**config.mk**
```make
export PLATFORM = sky130hd
export DESIGN_NAME = iter_div
export DESIGN_NICKNAME = d
export VERILOG_FILES = /design/src/rtl/div_pkg.sv /design/src/rtl/div_ctrl.sv /design/src/rtl/div_datapath.sv /design/src/rtl/div_trap.sv /design/src/rtl/iter_div.sv
export SDC_FILE = /design/constraint.sdc
export NUM_CORES = 1
export LEC_CHECK = 0
export ABC_CLOCK_PERIOD_IN_PS = 4300
export BUFFER_PORTS_ARGS = -buffer_cell sky130_fd_sc_hd__buf_2
export CAP_MARGIN = 10
export CORE_MARGIN = 8
export CORE_UTILIZATION = 53
export DETAILED_ROUTE_END_ITERATION = 12
export GPL_ROUTABILITY_DRIVEN = 0
export MAX_ROUTING_LAYER = met4
export PLACE_DENSITY = 0.73
export RECOVER_POWER = 50
export SLEW_MARGIN = 10
export SYNTH_ARGS = -nofsm -noshare
export SYNTH_HDL_FRONTEND = slang
export SYNTH_SLANG_ARGS = --single-unit
```
**constraint.sdc**
```tcl
create_clock -name clk -period 4.3 [get_ports clk]
set_input_delay 0.215 -clock clk [delete_from_list [all_inputs] [get_ports clk]]
set_output_delay 0.215 -clock clk [all_outputs]
set_load 0.05 [all_outputs]
```
**src/rtl/div_pkg.sv**
```systemverilog
package div_pkg;
  localparam int DW      = 32;
  localparam int CW      = $clog2(DW);
  localparam int CAUSE_W = 5;
  localparam logic [CAUSE_W-1:0] DZ_CAUSE = 5'b00101;

  typedef enum logic [1:0] {ST_IDLE, ST_RUN, ST_FIN} div_state_e;

  // absolute value of an operand when signed mode is selected
  function automatic logic [DW-1:0] magnitude(input logic [DW-1:0] v, input logic sgn);
    return (sgn && v[DW-1]) ? (~v + 1'b1) : v;
  endfunction

  // negate when the operand signs differed
  function automatic logic [DW-1:0] apply_sign(input logic [DW-1:0] v, input logic neg);
    return neg ? (~v + 1'b1) : v;
  endfunction
endpackage

```
**src/rtl/div_ctrl.sv**
```systemverilog
module div_ctrl
  import div_pkg::*;
(
  input  logic clk,
  input  logic rst_n,
  input  logic start,
  input  logic divisor_zero,
  output logic accept_zero,
  output logic accept_run,
  output logic step,
  output logic finish,
  output logic busy,
  output logic done
);
  div_state_e state_q;
  logic [CW-1:0] cnt_q;
  logic accept;

  assign accept      = start && (state_q == ST_IDLE);
  assign accept_zero = accept && divisor_zero;
  assign accept_run  = accept && !divisor_zero;
  assign step        = (state_q == ST_RUN);
  assign finish      = (state_q == ST_FIN);
  assign busy        = (state_q != ST_IDLE);

  always_ff @(posedge clk or negedge rst_n) begin
    if (!rst_n) begin
      state_q <= ST_IDLE;
      cnt_q   <= '0;
      done    <= 1'b0;
    end else begin
      done <= accept_zero || finish;
      unique case (state_q)
        ST_IDLE: if (accept_run) begin
          state_q <= ST_RUN;
          cnt_q   <= '0;
        end
        ST_RUN: begin
          cnt_q <= cnt_q + 1'b1;
          if (cnt_q == CW'(DW - 1)) state_q <= ST_FIN;
        end
        ST_FIN: state_q <= ST_IDLE;
        default: state_q <= ST_IDLE;
      endcase
    end
  end
endmodule

```
**src/rtl/div_datapath.sv**
```systemverilog
module div_datapath
  import div_pkg::*;
(
  input  logic          clk,
  input  logic          rst_n,
  input  logic          load,
  input  logic          step,
  input  logic          finish,
  input  logic          clear,
  input  logic [DW-1:0] dividend,
  input  logic [DW-1:0] divisor,
  input  logic          sgn,
  output logic [DW-1:0] result
);
  logic [DW-1:0] quo_q, rem_q, dvs_q;
  logic          neg_q;
  logic [DW:0]   shifted, diff;

  assign shifted = {rem_q, quo_q[DW-1]};
  assign diff    = shifted - {1'b0, dvs_q};

  always_ff @(posedge clk or negedge rst_n) begin
    if (!rst_n) begin
      quo_q  <= '0;
      rem_q  <= '0;
      dvs_q  <= '0;
      neg_q  <= 1'b0;
      result <= '0;
    end else begin
      if (load) begin
        quo_q <= magnitude(dividend, sgn);
        dvs_q <= magnitude(divisor, sgn);
        rem_q <= '0;
        neg_q <= sgn && (dividend[DW-1] ^ divisor[DW-1]);
      end else if (step) begin
        if (!diff[DW]) begin
          rem_q <= diff[DW-1:0];
          quo_q <= {quo_q[DW-2:0], 1'b1};
        end else begin
          rem_q <= shifted[DW-1:0];
          quo_q <= {quo_q[DW-2:0], 1'b0};
        end
      end
      if (clear)       result <= '0;
      else if (finish) result <= apply_sign(quo_q, neg_q);
    end
  end
endmodule

```
**src/rtl/div_trap.sv**
```systemverilog
module div_trap
  import div_pkg::*;
(
  input  logic               clk,
  input  logic               rst_n,
  input  logic               zero_event,
  input  logic               good_event,
  input  logic               exc_en,
  input  logic               dz_exc_mask,
  output logic               dz_flag,
  output logic               exc_req,
  output logic [CAUSE_W-1:0] exc_cause
);
  logic raise;
  assign raise = zero_event && exc_en && !dz_exc_mask;

  always_ff @(posedge clk or negedge rst_n) begin
    if (!rst_n) begin
      dz_flag   <= 1'b0;
      exc_req   <= 1'b0;
      exc_cause <= '0;
    end else begin
      exc_req <= raise;
      if (zero_event)      dz_flag <= 1'b1;
      else if (good_event) dz_flag <= 1'b0;
      if (raise) exc_cause <= DZ_CAUSE;
    end
  end
endmodule

```
**src/rtl/iter_div.sv**
```systemverilog
module iter_div
  import div_pkg::*;
(
  input  logic          clk,
  input  logic          rst_n,
  input  logic          start,
  input  logic [31:0]   op_a,
  input  logic [31:0]   op_b,
  input  logic          signed_sel,
  input  logic          exc_en,
  input  logic          dz_exc_mask,
  output logic          busy,
  output logic          done,
  output logic [31:0]   quotient,
  output logic          dz_flag,
  output logic          exc_req,
  output logic [4:0]    exc_cause
);
  // internal events, named for the checker
  logic evt_zero, evt_load, evt_step, evt_finish;

  div_ctrl u_ctrl (
    .clk(clk), .rst_n(rst_n), .start(start), .divisor_zero(op_b == '0),
    .accept_zero(evt_zero), .accept_run(evt_load), .step(evt_step),
    .finish(evt_finish), .busy(busy), .done(done)
  );

  div_datapath u_dp (
    .clk(clk), .rst_n(rst_n), .load(evt_load), .step(evt_step),
    .finish(evt_finish), .clear(evt_zero), .dividend(op_a), .divisor(op_b),
    .sgn(signed_sel), .result(quotient)
  );

  div_trap u_trap (
    .clk(clk), .rst_n(rst_n), .zero_event(evt_zero), .good_event(evt_finish),
    .exc_en(exc_en), .dz_exc_mask(dz_exc_mask), .dz_flag(dz_flag),
    .exc_req(exc_req), .exc_cause(exc_cause)
  );
endmodule

```
**Yosys cells after proc, flatten, opt, wreduce, memory -nomap -nowiden**

Cells that the tools add are included.

- Word-level logic and storage cells: 62
- Bits in registers: 140

- Reduce and logical (&&, ||, !) cells: 19
- $add $sub $neg: 5
- Bitwise logic cells: 4
- Eq/ne operators: 5
- Mux-type cells: 18

Operators by type and width:

| operator | number |
|---|---|
| $mux W32 | 10 |
| $add A32 B1 Y32 const B | 3 |
| $not A32 Y32 | 3 |
| $sub A33 B32 Y33 | 1 |
| $logic_not A32 Y1 | 1 |
| $pmux W5 S2 | 1 |
| $logic_and A1 B1 Y1 | 8 |
| $reduce_bool A2 Y1 | 4 |
| $add A5 B1 Y5 const B | 1 |
| $eq A5 B5 Y1 const B | 1 |
| $mux W5 | 1 |
| $mux W2 | 2 |
| $pmux W2 S2 | 1 |
| $reduce_and A2 Y1 | 2 |
| $mux W1 | 3 |
| $eq A2 B1 Y1 const B | 1 |
| $eq A2 B2 Y1 const B | 1 |
| $logic_not A1 Y1 | 2 |
| $logic_not A2 Y1 | 1 |
| $ne A2 B1 Y1 const B | 1 |
| $ne A2 B2 Y1 const B | 1 |
| $logic_or A1 B1 Y1 | 1 |
| $xor A1 B1 Y1 | 1 |

**Depth between registers and ports, before layout**

- Depth after elaboration: 5
- Gate-level depth with buffers: 14

**By module**

From an unflattened synthesis, not the netlist that was laid out.

- Cells, all modules: 1160
- Area total of the unflattened synthesis: 9774.4 um^2

Modules (own cells, without submodules):

| module | area an instance (um^2) | times used | cells each |
|---|---|---|---|
| div_datapath | 9162.5 | 1 | 1101 |
| div_ctrl | 399.1 | 1 | 35 |
| div_trap | 140.1 | 1 | 13 |
| iter_div | 72.6 | 1 | 11 |

**Worst setup path before layout**

No wires, ideal clock.

- Path kind: register to register
- Start point: reg u_dp.quo_q[31]
- End point: reg u_dp.rem_q[23]
- Required time: 4.205 ns
- Setup slack: 1.242 ns
- Stages on the path, launching flop included: 14
- Setup time: 0.095 ns
- Arrival: 2.962 ns
- Period minus slack after synthesis: 3.058 ns
- Cell sequence: dfrtp_1 inv_1 ha_1 inv_1 fa_1 a211oi_1 o21a_1 a211o_1 a2111oi_4 nor3_2 o21a_1 clkbuf_1 nor3_1 o31ai_1

- Cells in the longest elaborated chain, start to end: 4

RTL lines:

| what | RTL line | text |
|---|---|---|
| start, declared | div_datapath.sv:15 | `logic [DW-1:0] quo_q, rem_q, dvs_q;` |
| start signal, assigned | div_datapath.sv:31 | `quo_q <= magnitude(dividend, sgn);` |
| start signal, assigned | div_datapath.sv:38 | `quo_q <= {quo_q[DW-2:0], 1'b1};` |
| start signal, assigned | div_datapath.sv:41 | `quo_q <= {quo_q[DW-2:0], 1'b0};` |
| $sub A33 B32 Y33 | div_datapath.sv:20 | `assign diff = shifted - {1'b0, dvs_q};` |
| $mux W32 | div_datapath.sv:36 | `if (!diff[DW]) begin` |
| $mux W32 | div_datapath.sv:35 | `end else if (step) begin` |
| $mux W32 | div_datapath.sv:30 | `if (load) begin` |
| end signal, assigned | div_datapath.sv:37 | `rem_q <= diff[DW-1:0];` |
| end signal, assigned | div_datapath.sv:40 | `rem_q <= shifted[DW-1:0];` |
| end, declared | div_datapath.sv:15 |  |

No other way between the ends. The select of a mux whose other input is x is not followed.
A chain may end at the register's enable or synchronous reset.

**Final worst setup path**

- Start point: reg u_dp.quo_q[31]
- End point: reg u_dp.rem_q[6]

The elaborated chain is that of the path after synthesis.

==> results.json <==
{
  "status": "finished with violations",
  "synth.distinct_cells": 71,
  "p_leak_nw": 4.75,
  "drc_errors": 0,
  "worstSetupPathType": "flop to flop",
  "tns_ps": 0,
  "rsz0062_at_grt": "false",
  "cts_buffers": 17,
  "power_w": 0.00967,
  "fin_nets": 1315,
  "peakVddDrop_v": 0.000469,
  "pin_count": 111,
  "max_freq_ghz": 0.275,
  "maxSlewViolCount": 100,
  "power.density_mw_per_mm2": 886,
  "synth_top_area_cell": "dfrtp_1",
  "wl_per_cell_microns": 18.0,
  "wl_mm": 26.1,
  "grt_pass1_wl_mm": 42.7,
  "synthTopCellsByCount": "dfrtp_1, nand2_1, a21oi_1, nor2_1, xor2_1",
  "holdWs_ps": 56.9,
  "vias": 8776,
  "crit_fanout": 14,
  "grt_max_degree": 100,
  "die_w_microns": 151,
  "syn_to_final_growth_pct": 13.0,
  "max_slew_margin_pct": -70.5,
  "period_minus_slack_ps": 3640,
  "cts_tree": "yes",
  "fin_util_pct": 61.0,
  "htree_levels": 4,
  "core-area_sq_mm": 0.0179,
  "yosys_warnings": 0,
  "clock_latency_ps": 430,
  "synth_ff_type": "dfrtp_1",
  "clockBufferDepth": 2,
  "place_area_sq_mm": 0.0103,
  "die_y_microns": 151,
  "synth_top_cell_area_share_pct": 36.3,
  "synth_edf_count": 0,
  "via_per_inst": 6.05,
  "max_slew.worst_pin.slew_ps": 2560,
  "syn_inst": 1134,
  "grtUsageTotal_pct": 24.0,
  "cts_sinks": 140,
  "antenna_left": 0,
  "finalSetupViolCount": 0,
  "cts_resized": 0,
  "violations": "max-capacitance violations, max-slew violations",
  "start_kind": "flop",
  "yosys.cell_count.top_type": "dfrtp_1",
  "drt_pre_antenna_iters": 5,
  "row_count": 49,
  "drv_cap": 1,
  "io_buffers": 107,
  "initial_core_util_pct": 54.0,
  "antenna_found_initial": 0,
  "end_kind": "flop",
  "cts.clk_slew.worst_paths_ps": 60,
  "clock_skew_ps": 7.97,
  "cts_setup_buffers": 0,
  "hpwl_mm": 19.2,
  "hold_violations": 0,
  "arrival_ps": 3970,
  "cts_hold_repair.buffers": 2,
  "final_cell_area_sq_mm": 0.0109,
  "drive_gt1_share_pct": 11.6,
  "syn_avg_cell_area_sq_um": 8.52,
  "drt_iter0_markers": 591,
  "cts-root-buf": "clkbuf_16",
  "syn-cell-area_sq_mm": 0.00966,
  "grt_pass1_vias": 8490,
  "grt_overflow": 0,
  "dieArea_sq_mm": 0.0228,
  "worst_ep_required_time_ps": 4620,
  "fill_cells": 1612,
  "min_path_type": "primary input to flop",
  "min_period_over_period_pct": 84.7,
  "synth-seq-area-share_pct": 36.3,
  "ys_ff_latch": 140,
  "ys_async_sr_fraction_pct": 100,
  "synth_area_leaders": "dfrtp_1, xor2_1, ha_1"
}
## where the power goes
group	switching, W	leakage (nW)	internal (W)
Combinational	0.00343	2.77	0.00223
Sequential	0.000551	1.68	0.00190
Clock	0.000615	0.307	0.000941
Total	0.00460	4.75	0.00507
## critical path, stage by stage, from the launching register on
cell	delay, ps
dfrtp_1	380
inv_1	100
ha_1	180
inv_1	50
fa_1	410
a211oi_1	300
o21a_1	270
a211o_1	250
a2111oi_4	110
nor3_2	460
or3_1	420
buf_4	280
a21oi_1	80
o31ai_1	240
## cell usage in the layout, fill, tap and decap left out, drive strengths merged, types with 15 or more instances in the layout
cell type | Yosys | layout
nor3 | 31 | 31
o21ai | 77 | 77
xnor2 | 38 | 38
nor2 | 91 | 91
nand3 | 38 | 38
nand4 | 15 | 15
or4 | 15 | 15
o22ai | 24 | 24
ha | 37 | 37
dfrtp | 140 | 140
buf | 32 | 80
inv | 53 | 59
o41ai | 17 | 17
o31ai | 35 | 35
nand2 | 116 | 116
xor2 | 76 | 76
a221o | 26 | 26
a21oi | 91 | 91
clkbuf | 38 | 58
## flip-flops by register name, indices dropped and copies added, names as in the netlist
signal / cells
u_ctrl.cnt_q: 5
u_ctrl.done: 1
u_ctrl.state_q: 2
u_dp.dvs_q: 32
u_dp.neg_q: 1
u_dp.quo_q: 32
u_dp.rem_q: 32
u_dp.result: 32
u_trap.dz_flag: 1
u_trap.exc_cause: 1
u_trap.exc_req: 1
## per-stage QoR
| stage | cells | setup slack, ps |
|---|---|---|
| 2_1_floorplan | 1136 | 1240 |
| 5_1_grt | 1449 | 308 |
| 4_1_cts | 1449 | 668 |
| 3_5_place_dp | 1415 | 704 |
| 3_3_place_gp | 1415 | 869 |
| 6_report | 1451 | 657 |
## cells by family (layout without fill, tap and decap cells)
kind of cell	Yosys count	in the layout	share of synthesized area [%]
and+or+nand+nor	371	371	18.6
AOI/OAI and AO/OA	345	345	24.3
DFF	140	140	36.3
buffers and inverters	123	207	5.26
xor gates and xnor gates	114	114	10.3
adders and majority gates	38	38	5.00
muxes	2	2	0.207
other	1	5	0.0388
## cell type report
| class | count | area (sq um) | share of cell area [%] |
|---|---|---|---|
| multi-input cells | 873 | 5680 | 52.1 |
| diodes | 2 | 5.00 | 0.0459 |
| flip-flops and latches | 140 | 3500 | 32.1 |
| clock buffers | 18 | 439 | 4.02 |
| clock inverters | 14 | 183 | 1.67 |
| repair buffers | 122 | 616 | 5.64 |
| well taps | 229 | 287 | 2.62 |
| inverters | 53 | 199 | 1.82 |
## path summary, 6_finish.rpt
check                                                 from  slack [ps]  cells past startpoint                          end
worst max-delay path            u_dp.quo_q[31]$_DFFE_PN0P_         660                     13    u_dp.rem_q[6]$_DFFE_PN0P_
worst min-delay path                                exc_en          60                      2     u_trap.exc_req$_DFF_PN0_
worst max register to register  u_dp.quo_q[31]$_DFFE_PN0P_         660                     13    u_dp.rem_q[6]$_DFFE_PN0P_
worst min register to register  u_trap.dz_flag$_DFFE_PN0P_         470                      2   u_trap.dz_flag$_DFFE_PN0P_
max in group asynchronous                            rst_n        1140                      3  u_dp.result[14]$_DFFE_PN0P_
min in group asynchronous                            rst_n        1050                      2   u_dp.dvs_q[16]$_DFFE_PN0P_
## routing by layer
metal  global-route usage, %  wire (microns)  vias up  share of wire, %
met1                    29.5           11400     4181                44
met5                       -               0        -                 0
met4                    9.15             685        0               2.6
met2                    39.3           12500      276                48
met3                    3.85            1510       48               5.8
li1                        -               -     4271                 -
Power figures use the tool's default switching activity.
